[src/rtl/fprf_pkg.sv]
package fprf_pkg;
  localparam int unsigned FP_WORD_W     = 32;
  localparam int unsigned FP_NUM_SINGLE = 32;

  typedef enum logic {
    SZ_SINGLE = 1'b0,
    SZ_DOUBLE = 1'b1
  } fp_size_e;
endpackage

[src/rtl/fprf_wr_dec.sv]
module fprf_wr_dec #(
  parameter int unsigned WORD_W     = fprf_pkg::FP_WORD_W,
  parameter int unsigned NUM_SINGLE = fprf_pkg::FP_NUM_SINGLE,
  localparam int unsigned IDX_W     = $clog2(NUM_SINGLE),
  localparam int unsigned PAIRS     = NUM_SINGLE / 2
) (
  input  logic                                 wr_en_i,
  input  logic                                 wr_dbl_i,
  input  logic [IDX_W-1:0]                     wr_idx_i,
  input  logic [2*WORD_W-1:0]                  wr_data_i,
  output logic [NUM_SINGLE-1:0]                we_o,
  output logic [NUM_SINGLE-1:0][WORD_W-1:0]    wd_o,
  output logic                                 illegal_o
);
  import fprf_pkg::*;

  fp_size_e size;
  assign size      = fp_size_e'(wr_dbl_i);
  assign illegal_o = wr_en_i && (size == SZ_DOUBLE) && (int'(wr_idx_i) >= int'(PAIRS));

  for (genvar w = 0; w < int'(NUM_SINGLE); w++) begin : g_word
    localparam logic [IDX_W-1:0] SIDX = IDX_W'(w);
    localparam logic [IDX_W-1:0] PIDX = IDX_W'(w / 2);
    localparam int unsigned      HALF = w % 2;
    // a matching pair index is always in range, so illegal writes hit no word
    assign we_o[w] = wr_en_i && ((size == SZ_DOUBLE) ? (wr_idx_i == PIDX)
                                                     : (wr_idx_i == SIDX));
    assign wd_o[w] = (size == SZ_DOUBLE) ? wr_data_i[HALF*WORD_W +: WORD_W]
                                         : wr_data_i[WORD_W-1:0];
  end
endmodule

[src/rtl/fprf_store.sv]
module fprf_store #(
  parameter int unsigned WORD_W     = fprf_pkg::FP_WORD_W,
  parameter int unsigned NUM_SINGLE = fprf_pkg::FP_NUM_SINGLE
) (
  input  logic                              clk_i,
  input  logic                              rst_ni,
  input  logic [NUM_SINGLE-1:0]             we_i,
  input  logic [NUM_SINGLE-1:0][WORD_W-1:0] wd_i,
  output logic [NUM_SINGLE-1:0][WORD_W-1:0] mem_o
);
  for (genvar w = 0; w < int'(NUM_SINGLE); w++) begin : g_word
    logic [WORD_W-1:0] word_q;
    always_ff @(posedge clk_i or negedge rst_ni) begin
      if (!rst_ni)      word_q <= '0;
      else if (we_i[w]) word_q <= wd_i[w];
    end
    assign mem_o[w] = word_q;
  end
endmodule

[src/rtl/fprf_rd_port.sv]
module fprf_rd_port #(
  parameter int unsigned WORD_W     = fprf_pkg::FP_WORD_W,
  parameter int unsigned NUM_SINGLE = fprf_pkg::FP_NUM_SINGLE,
  localparam int unsigned IDX_W     = $clog2(NUM_SINGLE),
  localparam int unsigned PAIRS     = NUM_SINGLE / 2
) (
  input  logic [NUM_SINGLE-1:0][WORD_W-1:0] mem_i,
  input  logic                              dbl_i,
  input  logic [IDX_W-1:0]                  idx_i,
  output logic [2*WORD_W-1:0]               data_o
);
  import fprf_pkg::*;

  logic [IDX_W-1:0] lo_idx, hi_idx;
  assign lo_idx = {idx_i[IDX_W-2:0], 1'b0};
  assign hi_idx = {idx_i[IDX_W-2:0], 1'b1};

  always_comb begin
    if (fp_size_e'(dbl_i) == SZ_SINGLE)
      data_o = {{WORD_W{1'b0}}, mem_i[idx_i]};
    else if (int'(idx_i) < int'(PAIRS))
      data_o = {mem_i[hi_idx], mem_i[lo_idx]};
    else
      data_o = '0;
  end
endmodule

[src/rtl/fprf_bank.sv]
module fprf_bank #(
  parameter int unsigned WORD_W     = fprf_pkg::FP_WORD_W,
  parameter int unsigned NUM_SINGLE = fprf_pkg::FP_NUM_SINGLE,
  localparam int unsigned IDX_W     = $clog2(NUM_SINGLE),
  localparam int unsigned PAIRS     = NUM_SINGLE / 2,
  localparam int unsigned N_RD      = 2
) (
  input  logic                  clk_i,
  input  logic                  rst_ni,
  input  logic                  wr_en_i,
  input  logic                  wr_dbl_i,
  input  logic [IDX_W-1:0]      wr_idx_i,
  input  logic [2*WORD_W-1:0]   wr_data_i,
  output logic                  wr_illegal_o,
  input  logic                  ra_dbl_i,
  input  logic [IDX_W-1:0]      ra_idx_i,
  output logic [2*WORD_W-1:0]   ra_data_o,
  input  logic                  rb_dbl_i,
  input  logic [IDX_W-1:0]      rb_idx_i,
  output logic [2*WORD_W-1:0]   rb_data_o
);
  localparam logic [IDX_W-1:0] ONE = IDX_W'(1);

  logic [NUM_SINGLE-1:0]             we;
  logic [NUM_SINGLE-1:0][WORD_W-1:0] wd;
  logic [NUM_SINGLE-1:0][WORD_W-1:0] mem;

  fprf_wr_dec #(.WORD_W(WORD_W), .NUM_SINGLE(NUM_SINGLE)) u_dec (
    .wr_en_i  (wr_en_i),
    .wr_dbl_i (wr_dbl_i),
    .wr_idx_i (wr_idx_i),
    .wr_data_i(wr_data_i),
    .we_o     (we),
    .wd_o     (wd),
    .illegal_o(wr_illegal_o)
  );

  fprf_store #(.WORD_W(WORD_W), .NUM_SINGLE(NUM_SINGLE)) u_store (
    .clk_i (clk_i),
    .rst_ni(rst_ni),
    .we_i  (we),
    .wd_i  (wd),
    .mem_o (mem)
  );

  logic [N_RD-1:0]                  rd_dbl;
  logic [N_RD-1:0][IDX_W-1:0]       rd_idx;
  logic [N_RD-1:0][2*WORD_W-1:0]    rd_data;

  assign rd_dbl    = {rb_dbl_i, ra_dbl_i};
  assign rd_idx    = {rb_idx_i, ra_idx_i};
  assign ra_data_o = rd_data[0];
  assign rb_data_o = rd_data[1];

  for (genvar p = 0; p < int'(N_RD); p++) begin : g_rd
    fprf_rd_port #(.WORD_W(WORD_W), .NUM_SINGLE(NUM_SINGLE)) u_rd (
      .mem_i (mem),
      .dbl_i (rd_dbl[p]),
      .idx_i (rd_idx[p]),
      .data_o(rd_data[p])
    );
  end

  // single write lands in its word
  p_single_wr_r4: assert property (@(posedge clk_i) disable iff (!rst_ni)
    wr_en_i && !wr_dbl_i |=> mem[$past(wr_idx_i)] == $past(wr_data_i[WORD_W-1:0]));

  // partner half untouched by a single write
  p_partner_keep_r4: assert property (@(posedge clk_i) disable iff (!rst_ni)
    wr_en_i && !wr_dbl_i |=> mem[$past(wr_idx_i) ^ ONE] == $past(mem[wr_idx_i ^ ONE]));

  // double write fills both halves on one edge
  p_double_wr_r5: assert property (@(posedge clk_i) disable iff (!rst_ni)
    wr_en_i && wr_dbl_i && !wr_illegal_o |=>
      {mem[{$past(wr_idx_i[IDX_W-2:0]), 1'b1}], mem[{$past(wr_idx_i[IDX_W-2:0]), 1'b0}]}
        == $past(wr_data_i));

  p_illegal_hold_r8: assert property (@(posedge clk_i) disable iff (!rst_ni)
    wr_illegal_o |=> $stable(mem));

  p_illegal_flag_r11: assert property (@(posedge clk_i) disable iff (!rst_ni)
    (!wr_en_i || !wr_dbl_i) |-> !wr_illegal_o);

  // port A single view equals matching half of port B double view
  p_alias_r3: assert property (@(posedge clk_i) disable iff (!rst_ni)
    !ra_dbl_i && rb_dbl_i && (rb_idx_i == (ra_idx_i >> 1)) |->
      ra_data_o[WORD_W-1:0] == (ra_idx_i[0] ? rb_data_o[2*WORD_W-1:WORD_W]
                                            : rb_data_o[WORD_W-1:0]));

  p_oob_read_r9: assert property (@(posedge clk_i) disable iff (!rst_ni)
    ra_dbl_i && (int'(ra_idx_i) >= int'(PAIRS)) |-> ra_data_o == '0);
endmodule

[config.mk]
export PLATFORM = sky130hd
export DESIGN_NAME = fprf_bank
export DESIGN_NICKNAME = d
export VERILOG_FILES = /design/src/rtl/fprf_pkg.sv /design/src/rtl/fprf_wr_dec.sv /design/src/rtl/fprf_store.sv /design/src/rtl/fprf_rd_port.sv /design/src/rtl/fprf_bank.sv
export SDC_FILE = /design/constraint.sdc
export NUM_CORES = 2
export LEC_CHECK = 0
export BUFFER_PORTS_ARGS = -buffer_cell sky130_fd_sc_hd__buf_2
export CORE_AREA = 2 2 375 377
export DETAILED_ROUTE_END_ITERATION = 16
export DIE_AREA = 0 0 377 379
export GPL_TIMING_DRIVEN = 0
export MAX_ROUTING_LAYER = met4
export PLACE_DENSITY = 0.75
export REMOVE_ABC_BUFFERS = 1
export SLEW_MARGIN = 20
export SYNTH_ARGS = -nofsm -noshare
export SYNTH_HDL_FRONTEND = slang
export SYNTH_SLANG_ARGS = --single-unit
export TNS_END_PERCENT = 50
[constraint.sdc]
create_clock -name clk_i -period 8.14 [get_ports clk_i]
set_input_delay 1.628 -clock clk_i [delete_from_list [all_inputs] [get_ports clk_i]]
set_output_delay 1.628 -clock clk_i [all_outputs]
set_load 0.01 [all_outputs]
### After elaboration in Yosys (flattened, before gate mapping)

Cells that the tools add are included.

* register bits after elaboration: 1024
* input port bits: 85
* output and inout port bits: 129
* logic and storage cells: 155

* $lt $le $gt $ge: 9
* eq/ne operators: 31
* muxes and demuxes: 48
* reduce and logical (&&, ||, !) cells: 35

Operator list (count)
* $bmux 32 s4: 4
* $bmux 32 s5: 2
* $mux 64: 4
* $mux 32: 7
* $eq 5x5->1 const B: 16
* $eq 5x4->1 const B: 8
* $lt 5x6->1 const B: 6
* $logic_and 1x1->1: 34
* $mux 1: 31
* $eq 5x3->1 const B: 4
* $eq 5x2->1 const B: 2
* $lt 5x5->1 const B: 2
* $eq 5x1->1 const B: 1
* $ge 5x5->1 const B: 1
* $logic_not 5->1: 1

### Longest topological paths before layout

* depth in word-level cells: 4
* mapped depth: 10

### Cells and area by module

Synthesis repeated with hierarchy kept, for this count alone.

* cells, all modules: 5897
* area, all modules: 81504.4 µm²

By module, submodules not included
* fprf_store: times used 1, cells each 2176, area an instance 39678.1 µm², sequential area each 25624.6 µm²
* fprf_rd_port: times used 2, cells each 1284, area an instance 16484.6 µm², sequential area each 0.0 µm²
* fprf_wr_dec: times used 1, cells each 1153, area an instance 8857.2 µm², sequential area each 0.0 µm²

### Least setup slack after synthesis

Ideal clock, no wire load.

* path type: input port to output port
* start: input port ra_idx_i[0]
* end: output port ra_data_o[34]
* data arrival time: 3491 ps
* required time: 6512 ps
* setup slack: 3021 ps
* cell stages on the path: 5
* buffers on the path: 2
* cells stage by stage: buf_2 buf_1 mux4_2 mux4_2 and2_1

* cells in the longest elaborated chain, start to end: 4

RTL lines
* start: declaration: RTL line fprf_bank.sv:16 `input logic [IDX_W-1:0] ra_idx_i,`
* $bmux 32 s4: RTL line fprf_rd_port.sv:22 `data_o = {mem_i[hi_idx], mem_i[lo_idx]};`
* $mux 32 (not written as such): RTL line fprf_rd_port.sv:22
* $mux 64 (*): RTL line fprf_rd_port.sv:21 `else if (int'(idx_i) < int'(PAIRS))`
* $mux 64 (*): RTL line fprf_rd_port.sv:19 `if (fp_size_e'(dbl_i) == SZ_SINGLE)`
* end: declaration: RTL line fprf_bank.sv:17 `output logic [2*WORD_W-1:0] ra_data_o,`

Every way passes the cells marked *; elsewhere a longest branch is shown, timed or not. The select of a mux whose other input is x is not followed.

### Worst setup path in the final report

* start: input port ra_dbl_i
* end: output port ra_data_o[5]

* cells in the longest elaborated chain, start to end: 1

RTL lines
* start: declaration: RTL line fprf_bank.sv:15 `input logic ra_dbl_i,`
* $mux 64: RTL line fprf_rd_port.sv:19

Every way passes these cells.

==> summary.md <==
| Metric | Value |
|---|---|
| Req. time, crit path | `6.51 ns` |
| Final Max Slew Viols | `0` |
| Vias in the first global route | `52.27k` |
| Total Power | `18.47 mW` |
| Post-synthesis sequential area ratio | `36.40%` |
| Unrepaired setup endpoints after global routing | `false` |
| Critical Path AT | `5.59 ns` |
| Endpoints failing setup | `0` |
| Pin count of the biggest net entering global routing | `140` |
| Setup TNS | `0 ns` |
| Gr ovfl total | `0` |
| Post-CTS setup buffer count | `0` |
| Max-cap viol count | `0` |
| Drt first pass iters | `6` |
| Net Sw Power | `5.871 mW` |
| Biggest registers after layout | `u_store.g_word.word_q: 1024 flops` |
| Pint | `12.59 mW` |
| Clock Sinks | `1024` |
| # IOs | `214` |
| Vias | `52.34k` |
| Warnings from Yosys | `0` |
| Synthesized flop and latch total | `1024` |
| Switching Share | `31.79%` |
| # resized after CTS | `0` |
| Initial antenna violation count | `20` |
| Largest Register | `u_store.g_word.word_q` |
| Worst skew pair latency | `0.74 ns` |
| Design Area, Final | `78790 sq um` |
| Chip width | `377 microns` |
| Antenna-violating nets left | `0` |
| Max reg flops | `1024` |
| TritonCTS Buffers | `108` |
| Layout cells sized above 1 | `44.34%` |
| P&R area growth vs syn | `11.93%` |
| Top-area cell type share of the netlist area | `36.40%` |
| Crit path max fanout | `21` |
| Area contributors post-synth | `dfrtp_1, mux4_2, mux2_2` |
| RD Place Congestion | `0.8597` |
| DP Area | `74890 sq um` |
| Max Clk Rate | `138.6 MHz` |
| Final period util | `88.64%` |
| Setup Skew | `0 ns` |
| Hold buffers post-CTS | `0` |
| Reg clk slew, reported paths | `0.06 ns` |
| Mean Syn Cell Area | `13.57 sq um` |
| Core area | `138800 sq um` |
| Max rail drop VDD | `0.0001933 V` |
| Startpoint types | `primary input` |
| CTS tree | `built` |
| Largest area contributor in the netlist | `dfrtp_1` |
| Class of the worst hold path | `register to register` |
| First-pass GRT wire length | `355700 microns` |
| Nets@finish | `5190` |
| Pleak | `31.98 nW` |
| Gate Count Post-Synth | `5187` |
| Main synth FF type | `dfrtp_1` |
| Iteration-0 DRC Markers | `7145` |
| H-tree depth | `3` |
| Clock share of power | `28.9%` |
| Clock Tree Root | `clkbuf_16` |
| DR WL/cell | `34.03 microns` |
| Slew @ Worst Pin | `1.238 ns` |
| Netlist Area Pre-Place | `70390 sq um` |
| Initial Utilization | `50.70%` |
| Gate power share | `29.4%` |
| Relative slew slack | `17.19%` |
| Status | `finished, final reports clean` |
| Fin crit period | `7.215 ns` |
| Sequential power share | `41.7%` |
| Power Density | `234.4 nW/um^2` |
| Post-synth ARST share | `100.0%` |
| Buffers on Ports | `213` |
| Count of flip-flops with a built-in enable after synthesis | `0` |
| Seq. cell area | `25620 sq um` |
| Row cnt | `137` |
| Die Y | `379 microns` |
| Final hold violation count | `0` |
| Worst Setup End Kind | `output pin` |
| Drt total wl | `238900 microns` |
| Multi-input gate area | `42470 sq um` |
| Drt drc | `0` |
| FILL cells | `10.56k` |
| Most frequent cells in the layout | `mux4_2, dfrtp_1, mux2_2, nand2_1, o21ai_0` |
| Post-detail-place hpwl | `157100 microns` |
| Vias/cell | `7.455` |
| All-Layer GR Usage | `34.86%` |
| Critical path class | `primary input to output pin` |
| Post-synthesis cell type count | `64` |
| Clk buf depth | `3` |
| Die area | `142900 sq um` |
| Most common cell after layout, fill and taps aside | `mux4_2` |
stage by stage:
step                      hold slack, ns  std cells  worst slack (ns)  util [%]
after detailed placement          0.5279       6802            0.9261     53.94
after global placement            0.5097       6635            -16.50     51.11
after floorplan                   0.4932       4615             2.654         -
final                             0.5471       7021            0.9247     56.75
after global routing              0.5753       7015            0.8348     56.74
after CTS                         0.5442       7001            0.9321     56.65
logic make-up after synthesis:
family	count (synthesis)	share of synthesized area [%]
muxes	1883	47.47
buffers and inverters	576	3.942
xor gates and xnor gates	3	0.03733
and+or+nand+nor	852	5.295
DFF	1024	36.40
AOI/OAI and AO/OA	849	6.854
metal layers:
metal	wire length, microns	vias to the layer above	track usage (%)
li1	-	20500	-
met1	81570	27030	43.30
met2	108500	3843	50.16
met3	30410	967	9.845
met4	18400	0	22.99
met5	0	-	-
worst paths after layout:
path,slack (ns),depth (start not counted),start,endpoint
setup / recovery,0.92,7,ra_dbl_i,ra_data_o[5]
hold / removal,0.55,2,u_store.g_word[13].word_q[2],u_store.g_word[13].word_q[2]
setup reg to reg,7.26,1,u_store.g_word[26].word_q[30],u_store.g_word[26].word_q[30]
hold reg to reg,0.55,2,u_store.g_word[13].word_q[2],u_store.g_word[13].word_q[2]
max in group asynchronous,5.25,4,rst_ni,u_store.g_word[0].word_q[3]
min in group asynchronous,0.68,1,rst_ni,u_store.g_word[31].word_q[29]
area by class of cell:
| type | instances | area share (%) |
|---|---|---|
| inverters | 4 | 0.02541 |
| repair buffers | 380 | 5.838 |
| multi-input cells | 3587 | 53.90 |
| clock buffers | 147 | 3.899 |
| flip-flops and latches | 1024 | 32.52 |
| diodes | 20 | 0.06352 |
| clock inverters | 52 | 0.8829 |
| well taps | 1807 | 2.870 |
synthesized netlist by cell type (all sizes together) (4+ instances only):
| cell | instances |
|---|---|
| o32ai | 12 |
| nand4 | 10 |
| nor2b | 38 |
| nor2 | 223 |
| mux4 | 1108 |
| dfrtp | 1024 |
| nand2b | 27 |
| mux2 | 561 |
| nor3 | 30 |
| o211ai | 9 |
| buf | 332 |
| clkbuf | 240 |
| or3 | 7 |
| o21ai | 394 |
| nand2 | 414 |
| and2 | 62 |
| nand3 | 17 |
| or2 | 5 |
| o22ai | 101 |
| a21oi | 220 |
| a32oi | 4 |
| a221o | 4 |
| a211o | 25 |
| a22oi | 27 |
| nor3b | 6 |
| mux2i | 214 |
| a211oi | 33 |
worst max-delay path, cell delays in order:
cell and delay [ns]:
buf_2 0.48, nor2_1 0.91, nand2_2 0.70, nor2_1 1.11, a22oi_1 0.28, nand4_1 0.24, buf_2 0.18
power groups by stage:
stage / logic, mW / clock network (mW) / registers (mW)
finish: 5.42 / 5.33 / 7.71
detailed placement: 5.34 / 0 / 7.71
global placement: 5.62 / 0 / 7.56
CTS: 5.39 / 5.36 / 7.64
global route: 5.77 / 5.56 / 7.88
floorplan: 3.87 / 0 / 7.19
(Power assumes the default switching activity.)
